**src/rtl/snoop_pkg.sv**
```systemverilog
package snoop_pkg;
  typedef enum logic {SIDE_INSTR = 1'b0, SIDE_DATA = 1'b1} side_e;
  localparam int NUM_SIDES = 2;
endpackage

```
**src/rtl/snoop_tag_array.sv**
```systemverilog
module snoop_tag_array #(
  parameter int IDX_W       = 3,
  parameter int TAG_W       = 24,
  parameter bit TRACK_DIRTY = 1'b1
) (
  input  logic             clk,
  input  logic             rst_n,
  input  logic             wr_en,
  input  logic [IDX_W-1:0] wr_idx,
  input  logic [TAG_W-1:0] wr_tag,
  input  logic             wr_valid,
  input  logic             wr_dirty,
  input  logic             clr_en,
  input  logic [IDX_W-1:0] clr_idx,
  input  logic [IDX_W-1:0] rd_idx,
  input  logic [TAG_W-1:0] rd_tag,
  output logic             rd_hit,
  output logic             rd_hit_dirty
);
  localparam int DEPTH = 1 << IDX_W;

  logic [DEPTH-1:0] valid_q;
  logic [TAG_W-1:0] tag_q [DEPTH];

  always_ff @(posedge clk or negedge rst_n) begin
    if (!rst_n)     valid_q <= '0;
    else if (wr_en) valid_q[wr_idx] <= wr_valid;
  end

  // Tags need no reset: the valid bit masks them.
  always_ff @(posedge clk) begin
    if (wr_en) tag_q[wr_idx] <= wr_tag;
  end

  assign rd_hit = valid_q[rd_idx] && (tag_q[rd_idx] == rd_tag);

  generate
    if (TRACK_DIRTY) begin : g_dirty
      logic [DEPTH-1:0] dirty_q;
      always_ff @(posedge clk or negedge rst_n) begin
        if (!rst_n) begin
          dirty_q <= '0;
        end else begin
          for (int i = 0; i < DEPTH; i++) begin
            // A fill to an entry wins over a writeback clear of it.
            if (wr_en && (wr_idx == IDX_W'(i)))        dirty_q[i] <= wr_dirty && wr_valid;
            else if (clr_en && (clr_idx == IDX_W'(i))) dirty_q[i] <= 1'b0;
          end
        end
      end
      assign rd_hit_dirty = rd_hit && dirty_q[rd_idx];
    end else begin : g_clean
      logic unused_dirty_inputs;
      assign unused_dirty_inputs = ^{wr_dirty, clr_en, clr_idx};
      assign rd_hit_dirty = 1'b0;
    end
  endgenerate
endmodule

```
**src/rtl/snoop_inq_pipe.sv**
```systemverilog
module snoop_inq_pipe #(
  parameter int LINE_W = 27,
  parameter int IDX_W  = 3
) (
  input  logic              clk,
  input  logic              rst_n,
  input  logic              strobe,
  input  logic [LINE_W-1:0] line_in,
  input  logic              lk_hit,
  input  logic              lk_dirty,
  input  logic [IDX_W-1:0]  lk_idx,
  output logic              inq_accept,
  output logic              lookup_fire,
  output logic [LINE_W-1:0] look_line,
  output logic              result_load,
  output logic              res_hit,
  output logic              res_mod,
  output logic [IDX_W-1:0]  res_idx
);
  // A strobe is taken only when neither stage holds a lookup.
  assign inq_accept = strobe && !lookup_fire && !result_load;

  always_ff @(posedge clk or negedge rst_n) begin
    if (!rst_n) begin
      lookup_fire <= 1'b0;
      look_line   <= '0;
      result_load <= 1'b0;
      res_hit     <= 1'b0;
      res_mod     <= 1'b0;
      res_idx     <= '0;
    end else begin
      lookup_fire <= inq_accept;
      if (inq_accept) look_line <= line_in;
      result_load <= lookup_fire;
      if (lookup_fire) begin
        res_hit <= lk_hit;
        res_mod <= lk_dirty;
        res_idx <= lk_idx;
      end
    end
  end
endmodule

```
**src/rtl/snoop_resp_out.sv**
```systemverilog
module snoop_resp_out #(
  parameter int IDX_W = 3
) (
  input  logic             clk,
  input  logic             rst_n,
  input  logic             result_load,
  input  logic             res_hit,
  input  logic             res_mod,
  input  logic [IDX_W-1:0] res_idx,
  input  logic             wb_done,
  output logic             hit_n,
  output logic             hitm_n,
  output logic             wb_clear,
  output logic [IDX_W-1:0] pend_idx
);
  logic mod_load;
  assign mod_load = result_load && res_mod;
  assign wb_clear = wb_done && !hitm_n;

  always_ff @(posedge clk or negedge rst_n) begin
    if (!rst_n) begin
      hit_n    <= 1'b1;
      hitm_n   <= 1'b1;
      pend_idx <= '0;
    end else begin
      if (result_load) hit_n <= !res_hit;
      if (mod_load) begin
        hitm_n   <= 1'b0;
        pend_idx <= res_idx;
      end else if (wb_clear) begin
        hitm_n <= 1'b1;
      end
    end
  end
endmodule

```
**src/rtl/snoop_inquire_resp.sv**
```systemverilog
module snoop_inquire_resp #(
  parameter int ADDR_W = 32,
  parameter int OFF_W  = 5,
  parameter int IDX_W  = 3
) (
  input  logic              clk,
  input  logic              rst_n,
  input  logic              inq_strobe,
  input  logic [ADDR_W-1:0] inq_addr,
  input  logic              fill_en,
  input  logic              fill_dside,
  input  logic [ADDR_W-1:0] fill_addr,
  input  logic              fill_valid,
  input  logic              fill_dirty,
  input  logic              wb_done,
  output logic              hit_n,
  output logic              hitm_n
);
  import snoop_pkg::*;

  localparam int LINE_W = ADDR_W - OFF_W;
  localparam int TAG_W  = LINE_W - IDX_W;

  function automatic logic [IDX_W-1:0] line_idx(input logic [LINE_W-1:0] la);
    return la[IDX_W-1:0];
  endfunction

  function automatic logic [TAG_W-1:0] line_tag(input logic [LINE_W-1:0] la);
    return la[LINE_W-1:IDX_W];
  endfunction

  logic unused_offsets;
  assign unused_offsets = ^{inq_addr[OFF_W-1:0], fill_addr[OFF_W-1:0]};

  logic [LINE_W-1:0] fill_line;
  assign fill_line = fill_addr[ADDR_W-1:OFF_W];

  // Events brought out for the checker.
  logic              inq_accept;
  logic              lookup_fire;
  logic              result_load;
  logic              res_hit;
  logic              res_mod;
  logic              wb_clear;
  logic [LINE_W-1:0] look_line;
  logic [IDX_W-1:0]  res_idx;
  logic [IDX_W-1:0]  pend_idx;
  logic [NUM_SIDES-1:0] side_hit;
  logic [NUM_SIDES-1:0] side_dirty;

  generate
    for (genvar s = 0; s < NUM_SIDES; s++) begin : g_side
      snoop_tag_array #(
        .IDX_W      (IDX_W),
        .TAG_W      (TAG_W),
        .TRACK_DIRTY(s == int'(SIDE_DATA))
      ) u_tags (
        .clk         (clk),
        .rst_n       (rst_n),
        .wr_en       (fill_en && (fill_dside == s[0])),
        .wr_idx      (line_idx(fill_line)),
        .wr_tag      (line_tag(fill_line)),
        .wr_valid    (fill_valid),
        .wr_dirty    (fill_dirty),
        .clr_en      (wb_clear),
        .clr_idx     (pend_idx),
        .rd_idx      (line_idx(look_line)),
        .rd_tag      (line_tag(look_line)),
        .rd_hit      (side_hit[s]),
        .rd_hit_dirty(side_dirty[s])
      );
    end
  endgenerate

  snoop_inq_pipe #(.LINE_W(LINE_W), .IDX_W(IDX_W)) u_pipe (
    .clk        (clk),
    .rst_n      (rst_n),
    .strobe     (inq_strobe),
    .line_in    (inq_addr[ADDR_W-1:OFF_W]),
    .lk_hit     (|side_hit),
    .lk_dirty   (|side_dirty),
    .lk_idx     (line_idx(look_line)),
    .inq_accept (inq_accept),
    .lookup_fire(lookup_fire),
    .look_line  (look_line),
    .result_load(result_load),
    .res_hit    (res_hit),
    .res_mod    (res_mod),
    .res_idx    (res_idx)
  );

  snoop_resp_out #(.IDX_W(IDX_W)) u_out (
    .clk        (clk),
    .rst_n      (rst_n),
    .result_load(result_load),
    .res_hit    (res_hit),
    .res_mod    (res_mod),
    .res_idx    (res_idx),
    .wb_done    (wb_done),
    .hit_n      (hit_n),
    .hitm_n     (hitm_n),
    .wb_clear   (wb_clear),
    .pend_idx   (pend_idx)
  );
endmodule

```
**config.mk**
```make
export PLATFORM = sky130hd
export DESIGN_NAME = snoop_inquire_resp
export DESIGN_NICKNAME = d
export VERILOG_FILES = /design/src/rtl/snoop_pkg.sv /design/src/rtl/snoop_tag_array.sv /design/src/rtl/snoop_inq_pipe.sv /design/src/rtl/snoop_resp_out.sv /design/src/rtl/snoop_inquire_resp.sv
export SDC_FILE = /design/constraint.sdc
export NUM_CORES = 1
export LEC_CHECK = 0
export BUFFER_PORTS_ARGS = -buffer_cell sky130_fd_sc_hd__buf_2
export CORE_UTILIZATION = 61
export DETAILED_ROUTE_END_ITERATION = 10
export PLACE_DENSITY = 0.79
export SYNTH_ARGS = -nofsm -noshare
export SYNTH_HDL_FRONTEND = slang
export SYNTH_SLANG_ARGS = --single-unit
```
**constraint.sdc**
```tcl
create_clock -name clk -period 2.85 [get_ports clk]
set_clock_uncertainty 0.05 [all_clocks]
set_input_delay 0.57 -clock clk [delete_from_list [all_inputs] [get_ports clk]]
set_output_delay 0.57 -clock clk [all_outputs]
set_load 0.005 [all_outputs]
```
==> impl_metrics.env <==
export IMPL_ir_drop_mv=0.561
export IMPL_avgViaCountPerCell=6.40
export IMPL_htree_levels=2
export IMPL_hold_class="primary input to async pin"
export IMPL_cts_sinks=447
export IMPL_die_w_um=173
export IMPL_synth_seq_cells=447
export IMPL_placed_cells=1444
export IMPL_drc_errors=0
export IMPL_core_area_mm2=0.0288
export IMPL_ctsHoldBuffers=0
export IMPL_clkTransAtPathRegs_ns=0.06
export IMPL_area_growth_pct=17.4
export IMPL_min_period_over_period_pct=100
export IMPL_dr_pass1_iters=5
export IMPL_worst_setup_path_start_kind="flop"
export IMPL_die_area_mm2=0.0299
export IMPL_synth_area_mm2=0.0178
export IMPL_place_ws_ns=-0.0746
export IMPL_ys_seq_area_share_pct=73.5
export IMPL_async_flop_share_pct=14.1
export IMPL_crit_fanout=12
export IMPL_tightest_slew_ns=0.840
export IMPL_grt_pass1_wl_um=60000
export IMPL_syn_inst=987
export IMPL_grt_ovfl_total=0
export IMPL_row_count=62
export IMPL_slowest_stage="or4_4"
export IMPL_cts_root_buf="clkbuf_16"
export IMPL_drt_iter0_markers=932
export IMPL_numCtsBuffers=44
export IMPL_die_h_um=173
export IMPL_groute_usage_overall_pct=27.5
export IMPL_finalHoldViolCount=0
export IMPL_path_class="flop to flop"
export IMPL_maxCapViolCount=0
export IMPL_grt_max_degree=46
export IMPL_wire_per_inst_um=26.4
export IMPL_synth_edff_count=384
export IMPL_synthFlopType="edfxtp_1"
export IMPL_clock_latency_ns=0.55
export IMPL_slowest_delay_ns=0.58
export IMPL_ant_nets=0
export IMPL_max_slew_margin_pct=43.8
export IMPL_cts_tree="built"
export IMPL_reg2reg_slack_ns=-0.004
export IMPL_path_delay_family="simple AND/OR/NAND/NOR gates"
export IMPL_floorplan_initialDensity_pct=62.0
export IMPL_worst_setup_path_end_kind="flop"
export IMPL_setup_viol=1
export IMPL_cp_cell_sequence="buf_6, buf_4, clkbuf_16, mux2i_1, a22oi_1, a21oi_1, a211oi_2, nand4_1, or4_4, nand3_1"
export IMPL_status="finished, violations left"
export IMPL_period_minus_slack_ns=2.85
export IMPL_routed_wl_um=40700
export IMPL_vias=9846
export IMPL_grt_pass1_vias=10200
export IMPL_synth_avg_cell_area_um2=18.1
export IMPL_synth_area_leaders="edfxtp_1, mux2i_1, dfrtp_1, mux4_2, mux2_2"
export IMPL_port_buffers=63
export IMPL_holdWs_ns=0.0166
export IMPL_finalMaxSlewViolations=0
export IMPL_clockBufferDepth=3
export IMPL_synth_net_count=1059
export IMPL_pin_count=74
export IMPL_ys_warn_count=0
export IMPL_final_cells=1539
export IMPL_layout_drive_gt1_share_pct=28.2
export IMPL_synth_top_area_share_pct=64.6
export IMPL_stdcell_area_mm2=0.0210
export IMPL_dp_hpwl_um=22900
export IMPL_fillers=1685
export IMPL_violations="negative setup slack"
export IMPL_path_buf_inv=3
export IMPL_setup_ws_ns=-0.00367
export IMPL_place_gp_congestion=0.783
export IMPL_antenna_found_initial=2
export IMPL_fmax_ghz=0.350
export IMPL_synth_cell_types=42
export IMPL_final_nets=1190
export IMPL_arrival_ns=3.27
export IMPL_finalPower_uw=16100
export IMPL_worstPathRequired_ns=3.26
export IMPL_yosys_area_top_type="edfxtp_1"
export IMPL_leakage_uw=0.00755
export IMPL_power_density_mw_per_mm2=767
export IMPL_placed_area_mm2=0.0193
cell usage in the layout, fill, tap and decap left out, types with 4 or more instances in the layout:
master,instances
nand4_1,6
a221oi_1,7
buf_2,63
mux2_2,50
o22a_1,8
xnor2_1,21
a22oi_1,46
nor3_4,8
a22o_1,10
o21ai_0,15
clkinv_2,8
edfxtp_1,384
and3_1,19
clkbuf_1,19
nand2b_1,6
a21oi_1,22
nor2_4,7
a21o_1,7
buf_4,43
buf_12,22
dfrtp_1,58
a21oi_2,4
mux2i_1,157
mux4_2,28
a22oi_2,8
nand2_1,9
nand3_1,21
clkbuf_8,4
clkbuf_16,47
worst reg2reg max path: cells and delay by family (launching register included):
family	cells	cell delay, ns
simple gates	3	0.83
compound gates	3	0.73
flops	1	0.53
buf+inv	3	0.50
mux	1	0.15
logic make-up after synthesis:
family | Yosys count | synth area share, %
buffers and inverters | 53 | 1.58
flip-flops | 447 | 73.5
multiplexers | 239 | 15.7
AND/OR/NAND/NOR | 91 | 2.83
AO/OA/AOI/OAI | 136 | 5.38
XOR/XNOR | 21 | 1.03
power breakdown:
group / switching, µW / internal, µW / leakage, µW
clock network: 2300 / 3070 / 0.000655
registers: 231 / 7400 / 0.00424
logic: 1610 / 1460 / 0.00266
total: 4140 / 11900 / 0.00755
sequential cells by signal, indices dropped and copies added, names as in the netlist, 3 cells and up:
name	cells
g_side.u_tags.tag_q	384
u_out.pend_idx	3
u_pipe.res_idx	3
u_pipe.look_line	27
g_side.u_tags.valid_q	16
g_side.u_tags.g_dirty.dirty_q	8
final cells by class:
cell class / instances / area [µm²] / area share (%)
inverters: 3 / 11.3 / 0.0537
multi-input cells: 487 / 4760 / 22.7
repair buffers: 135 / 1250 / 5.98
clock buffers: 67 / 1230 / 5.86
flip-flops and latches: 447 / 13100 / 62.6
diodes: 2 / 5.00 / 0.0239
clock inverters: 14 / 106 / 0.507
well taps: 384 / 480 / 2.29
timing repair:
| item | CTS | global route |
|---|---|---|
| endpoints found under the hold margin | 0 | 0 |
| pin swaps | 0 | 3 |
| setup endpoints to repair | 2 | 2 |
| gates cloned | 1 | 3 |
| buffers inserted | 2 | 6 |
| gates resized for setup | 3 | 26 |
per-stage QoR:
step	setup TNS, ns	util [%]
floorplan	-2.29	-
finish	-0.00367	72.8
detailed placement	-0.122	67.1
global route	-0.0416	72.8
CTS	0	72.0
global placement	-0.000953	67.1
synthesized netlist by cell type (8+ instances only):
cell type  count
a21oi_1       26
mux4_2        28
nor2_1         9
xnor2_1       21
a221oi_1      10
nor3_1         8
buf_2         20
mux2i_1      161
a22o_1        10
clkbuf_1      10
o22a_1         9
buf_4         11
nand2_1        9
edfxtp_1     384
dfrtp_1       61
a22oi_1       54
and3_1        19
mux2_2        50
o21ai_0       15
nand3_1       21
final timing paths:
check,cells past startpoint,start,end
worst min-delay path,1,rst_n,u_pipe.look_line[18]
worst max-delay path,10,u_pipe.look_line[1],u_pipe.res_hit
min in group clk,2,inq_addr[28],u_pipe.look_line[23]
worst max register to register,10,u_pipe.look_line[1],u_pipe.res_hit
max in group asynchronous,2,rst_n,u_pipe.look_line[1]
worst min register to register,1,u_pipe.res_hit,u_out.hit_n
metal layers:
layer  vias to the layer above  track usage (%)  part of all wire (%)
li1                       4244                -                     -
met1                      5027             36.0                    39
met2                       478             44.9                    49
met3                        97             5.43                   8.3
met4                         0             12.6                   3.7
met5                         -                0                     0
Power figures use the tool's default switching activity.
